$ cat src/rtl/ed_scan_pkg.sv
package ed_scan_pkg;
  localparam int unsigned SMP_W     = 7;
  localparam int unsigned CNT_W     = 21;
  localparam int unsigned OUT_W     = 8;
  localparam int unsigned SAT_LIMIT = 63;
  localparam int unsigned SCALE_SH  = 2;

  typedef enum logic {ST_IDLE = 1'b0, ST_RUN = 1'b1} scan_st_e;
endpackage

$ cat src/rtl/ed_scale.sv
module ed_scale #(
  parameter int unsigned SMP_W     = ed_scan_pkg::SMP_W,
  parameter int unsigned OUT_W     = ed_scan_pkg::OUT_W,
  parameter int unsigned SAT_LIMIT = ed_scan_pkg::SAT_LIMIT,
  parameter int unsigned SCALE_SH  = ed_scan_pkg::SCALE_SH
) (
  input  logic [SMP_W-1:0] raw_i,
  output logic [OUT_W-1:0] scaled_o
);
  localparam logic [SMP_W-1:0] LIMIT = SMP_W'(SAT_LIMIT);

  logic [OUT_W-1:0] widened;
  assign widened = OUT_W'(raw_i);

  always_comb begin
    if (raw_i > LIMIT) scaled_o = '1;
    else               scaled_o = widened << SCALE_SH;
  end
endmodule

$ cat src/rtl/ed_scan_seq.sv
module ed_scan_seq
  import ed_scan_pkg::*;
#(
  parameter int unsigned CNT_W = ed_scan_pkg::CNT_W
) (
  input  logic             clk_i,
  input  logic             rst_ni,
  input  logic             start_i,
  input  logic             stop_i,
  input  logic [CNT_W-1:0] iter_cnt_i,
  input  logic             smp_valid_i,
  output logic             busy_o,
  output logic             clr_o,
  output logic             take_o,
  output logic             last_o,
  output logic             end_o
);
  scan_st_e         st_q;
  logic [CNT_W-1:0] remain_q;

  assign busy_o = (st_q == ST_RUN);
  assign clr_o  = !busy_o && start_i;
  // stop has priority over a same-cycle sample
  assign take_o = busy_o && smp_valid_i && !stop_i;
  assign last_o = take_o && (remain_q == '0);

  always_ff @(posedge clk_i or negedge rst_ni) begin
    if (!rst_ni) begin
      st_q     <= ST_IDLE;
      remain_q <= '0;
      end_o    <= 1'b0;
    end else begin
      end_o <= 1'b0;
      unique case (st_q)
        ST_IDLE: begin
          if (start_i) begin
            st_q     <= ST_RUN;
            remain_q <= iter_cnt_i;
          end
        end
        ST_RUN: begin
          if (stop_i) begin
            st_q <= ST_IDLE;
          end else if (last_o) begin
            st_q  <= ST_IDLE;
            end_o <= 1'b1;
          end else if (take_o) begin
            remain_q <= remain_q - 1'b1;
          end
        end
        default: st_q <= ST_IDLE;
      endcase
    end
  end
endmodule

$ cat src/rtl/ed_peak_track.sv
module ed_peak_track #(
  parameter int unsigned SMP_W = ed_scan_pkg::SMP_W
) (
  input  logic             clk_i,
  input  logic             rst_ni,
  input  logic             clr_i,
  input  logic             take_i,
  input  logic             last_i,
  input  logic [SMP_W-1:0] smp_i,
  output logic [SMP_W-1:0] result_o
);
  logic [SMP_W-1:0] peak_q, peak_nxt;

  assign peak_nxt = (smp_i > peak_q) ? smp_i : peak_q;

  always_ff @(posedge clk_i or negedge rst_ni) begin
    if (!rst_ni) begin
      peak_q   <= '0;
      result_o <= '0;
    end else begin
      if (clr_i)       peak_q <= '0;
      else if (take_i) peak_q <= peak_nxt;
      if (last_i)      result_o <= peak_nxt;
    end
  end
endmodule

$ cat src/rtl/ed_peak_scan.sv
module ed_peak_scan #(
  parameter int unsigned SMP_W     = ed_scan_pkg::SMP_W,
  parameter int unsigned CNT_W     = ed_scan_pkg::CNT_W,
  parameter int unsigned OUT_W     = ed_scan_pkg::OUT_W,
  parameter int unsigned SAT_LIMIT = ed_scan_pkg::SAT_LIMIT,
  parameter int unsigned SCALE_SH  = ed_scan_pkg::SCALE_SH
) (
  input  logic             clk_i,
  input  logic             rst_ni,
  input  logic             start_i,
  input  logic             stop_i,
  input  logic [CNT_W-1:0] iter_cnt_i,
  input  logic             smp_valid_i,
  input  logic [SMP_W-1:0] smp_i,
  output logic             busy_o,
  output logic             end_o,
  output logic [SMP_W-1:0] result_o,
  output logic [OUT_W-1:0] scaled_o
);
  logic clr, take, last;

  ed_scan_seq #(.CNT_W(CNT_W)) u_seq (
    .clk_i       (clk_i),
    .rst_ni      (rst_ni),
    .start_i     (start_i),
    .stop_i      (stop_i),
    .iter_cnt_i  (iter_cnt_i),
    .smp_valid_i (smp_valid_i),
    .busy_o      (busy_o),
    .clr_o       (clr),
    .take_o      (take),
    .last_o      (last),
    .end_o       (end_o)
  );

  ed_peak_track #(.SMP_W(SMP_W)) u_peak (
    .clk_i    (clk_i),
    .rst_ni   (rst_ni),
    .clr_i    (clr),
    .take_i   (take),
    .last_i   (last),
    .smp_i    (smp_i),
    .result_o (result_o)
  );

  ed_scale #(
    .SMP_W(SMP_W), .OUT_W(OUT_W), .SAT_LIMIT(SAT_LIMIT), .SCALE_SH(SCALE_SH)
  ) u_scale (
    .raw_i    (result_o),
    .scaled_o (scaled_o)
  );
endmodule

$ cat config.mk
export PLATFORM = sky130hd
export DESIGN_NAME = ed_peak_scan
export DESIGN_NICKNAME = d
export VERILOG_FILES = /design/src/rtl/ed_scan_pkg.sv /design/src/rtl/ed_scale.sv /design/src/rtl/ed_scan_seq.sv /design/src/rtl/ed_peak_track.sv /design/src/rtl/ed_peak_scan.sv
export SDC_FILE = /design/constraint.sdc
export NUM_CORES = 1
export LEC_CHECK = 0
export ABC_CLOCK_PERIOD_IN_PS = 2150
export CAP_MARGIN = 20
export CORE_ASPECT_RATIO = 1.4
export CORE_MARGIN = 2
export CORE_UTILIZATION = 46
export CTS_BUF_LIST = sky130_fd_sc_hd__clkbuf_16
export DETAILED_ROUTE_END_ITERATION = 16
export PLACE_DENSITY = 0.8
export SYNTH_ARGS = -nofsm -noshare
export SYNTH_HDL_FRONTEND = slang
export SYNTH_SLANG_ARGS = --single-unit
export TNS_END_PERCENT = 30
$ cat constraint.sdc
create_clock -name clk_i -period 2.15 [get_ports clk_i]
set_input_delay 0.3225 -clock clk_i [delete_from_list [all_inputs] [get_ports clk_i]]
set_output_delay 0.3225 -clock clk_i [all_outputs]
set_load 0.05 [all_outputs]
* Word level (Yosys, flattened, before mapping) *
Cells that the tools add are included.

storage, ports and cells
  logic and storage cells = 38
  output and inout bits = 17
  register bits = 37
  input port bits = 33

cells by class
  equality and inequality tests = 4
  bitwise operators = 1
  reduce and logical (&&, ||, !) cells = 9
  muxes and demuxes = 16
  $add $sub $neg = 1
  magnitude comparators = 2

operators by type and width
  operator                                                               count
  21-bit two-way mux                                                     4
  21-bit case mux with 2 select lines                                    1
  21-bit logical NOT                                                     1
  7-bit two-way mux                                                      3
  21-bit by 1-bit subtractor with 21-bit output (second input constant)  1
  8-bit two-way mux                                                      1
  7-bit by 6-bit > comparator with 1-bit output (second input constant)  1
  7-bit > comparator                                                     1
  1-bit two-way mux                                                      6
  2-bit != test (second input constant)                                  3
  1-bit logical AND                                                      4
  4-bit AND reduction                                                    1
  1-bit logical NOT                                                      2
  2-bit by 1-bit != test with 1-bit output (second input constant)       1
  1-bit case mux with 2 select lines                                     1
  2-bit nonzero test                                                     1
  1-bit inverter                                                         1

* Logic depth before layout (Yosys ltp) *
  word-level depth = 6
  mapped depth = 9
  depth with buffers taken out = 7

* Cells and area by module *
A second synthesis with hierarchy kept.

second synthesis, totals
  cell total of the unflattened synthesis = 291
  area, all modules = 2519.9 µm²

by module, submodules not included
  module         instances  sequential area each (µm²)  area each (µm²)  cells each
  ed_scan_seq    1          575.6                       1491.4           178
  ed_peak_track  1          350.3                       979.7            105
  ed_scale       1          0.0                         48.8             8

* Least setup slack after synthesis *
No wires, ideal clock.

  path kind = reg2reg
  start point = register u_seq.st_q, in the netlist u_seq.busy_o
  end point = register u_seq.remain_q[13]
  arrival time = 2027 ps
  path buffers = 3
  slack = 45 ps
  library setup time = 77 ps
  clock period less this slack = 2105 ps
  cell stages (with the launch flop) = 9
  data required time = 2073 ps
  cells stage by stage = dfrtp_1 clkbuf_1 nand3b_1 nand2_1 o31a_1 buf_2 buf_2 o22ai_1 a21oi_1

on the way
  word-level cells in the longest chain between the ends = 5
  elaborated cells on any way between the ends = 10
  classes of those cells = eq/ne: 4; mux: 1; bitwise: 1; reduce/logical: 4

ends and longest elaborated chain
  item                            RTL line           RTL
  start, declared                 ed_scan_seq.sv:18  scan_st_e st_q;
  start signal, assigned          ed_scan_seq.sv:29  st_q <= ST_IDLE;
  start signal, assigned          ed_scan_seq.sv:37  st_q <= ST_RUN;
  start signal, assigned          ed_scan_seq.sv:43  st_q <= ST_IDLE;
  1-bit logical AND (2 in a row)  ed_scan_seq.sv:24  assign take_o = busy_o && smp_valid_i && !stop_i;
  1-bit logical AND               ed_scan_seq.sv:25  assign last_o = take_o && (remain_q == '0);
  2-bit != test (no line)         n/a
  4-bit AND reduction (no line)   n/a
  end signal, assigned            ed_scan_seq.sv:38  remain_q <= iter_cnt_i;
  end signal, assigned            ed_scan_seq.sv:48  remain_q <= remain_q - 1'b1;
  end, declared                   ed_scan_seq.sv:19  logic [CNT_W-1:0] remain_q;

Parallel ways exist; a longest one is shown, timed or not.
A chain may end at the register's enable or synchronous reset.

* Final worst setup path *
  start point = register u_seq.remain_q[17]
  end point = register u_seq.remain_q[3]

on the way
  word-level cells in the longest chain between the ends = 4

ends and longest elaborated chain
  item                           RTL line
  21-bit logical NOT             ed_scan_seq.sv:25
  1-bit logical AND              ed_scan_seq.sv:25
  2-bit != test (no line)        n/a
  4-bit AND reduction (no line)  n/a

Every way passes these cells.

==> impl_metrics.env <==
export IMPL_status="finished clean"
export IMPL_dp_hpwl_um=4640
export IMPL_antenna_cells=0
export IMPL_fillCellCount=405
export IMPL_die_area_mm2=0.00586
export IMPL_setup_violations=0
export IMPL_timing_fmax_mhz=478
export IMPL_coreArea_mm2=0.00512
export IMPL_port_buffers=49
export IMPL_criticalPathCategory="register to register"
export IMPL_grt_overflow_total=0
export IMPL_worstPathRequired_ns=2.31
export IMPL_async_flop_share=1.00
export IMPL_cts_sinks=37
export IMPL_p_leak_nw=1.39
export IMPL_seq_area_um2=926
export IMPL_place_congestion=0.867
export IMPL_grt_total_usage=0.236
export IMPL_ys_warnings_count=0
export IMPL_synth_ff_type="dfrtp_1"
export IMPL_placed_area_mm2=0.00317
export IMPL_cp_num_buf_inv=1
export IMPL_synth_nets=310
export IMPL_synth_edff_count=0
export IMPL_drc=0
export IMPL_ys_seq_area_frac=0.383
export IMPL_cts_tree="yes"
export IMPL_period_share=0.972
export IMPL_critical_path_max_stage_delay_ns=0.57
export IMPL_start_util=0.472
export IMPL_num_rows=31
export IMPL_path_clk_slew_ns=0.05
export IMPL_worst_setup_path_end_kind="register"
export IMPL_final_common_cell="clkdlybuf4s50_1"
export IMPL_clock_tree_root_cell="clkbuf_16"
export IMPL_totalNegativeSetupSlack_ns=0
export IMPL_r2r_slack_ns=0.06
export IMPL_crit_path_cell_trace="or4_4 -> nand4b_1 -> o31a_1 -> buf_4 -> o221a_2"
export IMPL_cts_max_path_buffers=2
export IMPL_firstDrtPassIters=4
export IMPL_grt_max_degree=38
export IMPL_ys_ff_latch=37
export IMPL_insertion_delay_ns=0.28
export IMPL_vias=2414
export IMPL_crit_slowest_cell="or4_4"
export IMPL_worstSetupStartpointType="register"
export IMPL_cp_max_fo=7
export IMPL_post_place_ws_ns=-0.352
export IMPL_grt_pass1_wl_um=11000
export IMPL_drtIter0Drc=199
export IMPL_grt_pass1_vias=2360
export IMPL_ant_nets=0
export IMPL_crit_arrival_ns=2.25
export IMPL_stdcell_area_mm2=0.00334
export IMPL_cts_inserted_buffers=5
export IMPL_slew_violations=0
export IMPL_htreeDepth=2
export IMPL_finClkSkew_ns=0.00286
export IMPL_syn_instance_count=268
export IMPL_via_per_inst=5.89
export IMPL_cellPowerDensity_mw_per_mm2=821
export IMPL_fin_ws_ns=0.0594
export IMPL_area_growth_pct=38.0
export IMPL_cts_hold_fix_buffers=0
export IMPL_ir_drop_uv=553
export IMPL_finalHoldViolCount=0
export IMPL_io_pins=50
export IMPL_stdcell_count=410
export IMPL_rsz0062_at_grt="yes"
export IMPL_worstMarginPinSlew_ns=0.502
export IMPL_maxCapViolCount=0
export IMPL_die_height_um=89.8
export IMPL_min_path_type="input port to async pin"
export IMPL_syn_area_mm2=0.00242
export IMPL_ys_types=47
export IMPL_drive_gt1_frac=0.195
export IMPL_wl_per_cell_um=15.7
export IMPL_syn_area_per_cell_um2=9.02
export IMPL_slew_headroom=0.664
export IMPL_final_nets=385
export IMPL_multi_input_area_mm2=0.00139
export IMPL_dp_cells=402
export IMPL_final_cell_mix="clkdlybuf4s50_1 (48), dfrtp_1 (37), buf_4 (36), nand2_1 (32), nor2_1 (16)"
export IMPL_antenna_found_initial=0
export IMPL_routed_wl_um=6420
export IMPL_period_needed_ns=2.09
export IMPL_cpLargestDelayFamily="simple AND/OR/NAND/NOR gates"
export IMPL_r2r_cells=5
export IMPL_die_w_um=65.3
export IMPL_cp_depth=5
per-layer routing:
metal,global-route usage,up-vias,routed length (um),part of all wire
met5,0,-,0,0
met4,0.106,0,146,0.023
met3,0.0413,16,312,0.049
met2,0.401,97,3440,0.54
met1,0.284,1142,2520,0.39
li1,-,1159,-,-
what timing repair did:
action | CTS | global route
endpoints found under the setup margin | 12 | 16
pin swaps | 0 | 3
setup buffers | 0 | 0
resized for setup | 1 | 7
metrics by stage:
step	hold slack (ns)	total power (W)	utilization
after floorplan	0.0269	0.00162	-
after global placement	0.496	0.00198	0.619
final	0.474	0.00274	0.652
after detailed placement	0.501	0.00200	0.619
after global routing	0.535	0.00293	0.652
after CTS	0.496	0.00272	0.648
sequential cells by signal, indices dropped and copies added, names as in the netlist:
register,count
u_seq.remain_q,21
u_peak.result_o,7
u_seq.busy_o,1
u_seq.end_o,1
u_peak.peak_q,7
cell type report:
class | count | share of cell area
clock inverter | 3 | 0.00412
clock buffer | 5 | 0.0375
tap | 66 | 0.0247
sequential | 37 | 0.277
multi-input combinational | 204 | 0.417
timing repair buffer | 85 | 0.228
inverter | 10 | 0.0112
Yosys cell counts (all sizes together), types with 8 or more instances:
cell     n  share of area
inv      9          0.014
a21oi   15          0.031
nor3    10          0.025
o21ai   12          0.025
mux2i   11          0.046
ha       9          0.047
nor2    16          0.025
o22ai    8          0.021
dfrtp   37           0.38
nand2   32          0.050
o211ai   9          0.028
clkbuf  10          0.016
path summary, 6_finish.rpt:
| path | startpoint | endpoint |
|---|---|---|
| max | u_seq.remain_q[17] | u_seq.remain_q[3] |
| max reg2reg | u_seq.remain_q[17] | u_seq.remain_q[3] |
| min in group clk_i | u_peak.result_o[2] | u_peak.result_o[2] |
| min reg2reg | u_peak.result_o[2] | u_peak.result_o[2] |
| max in group asynchronous | rst_ni | u_seq.remain_q[6] |
| min | rst_ni | u_peak.result_o[5] |
power breakdown:
group	switching (W)	internal, W
registers	0.000224	0.000860
logic	0.000481	0.000481
clock network	0.000272	0.000420
cell families after synthesis:
group,share of synthesized area
compound gates,0.201
buf+inv,0.0522
mux,0.0455
fa+ha+maj,0.0466
flops,0.383
simple gates,0.272
No activity file was read; power rests on OpenSTA's default activity.
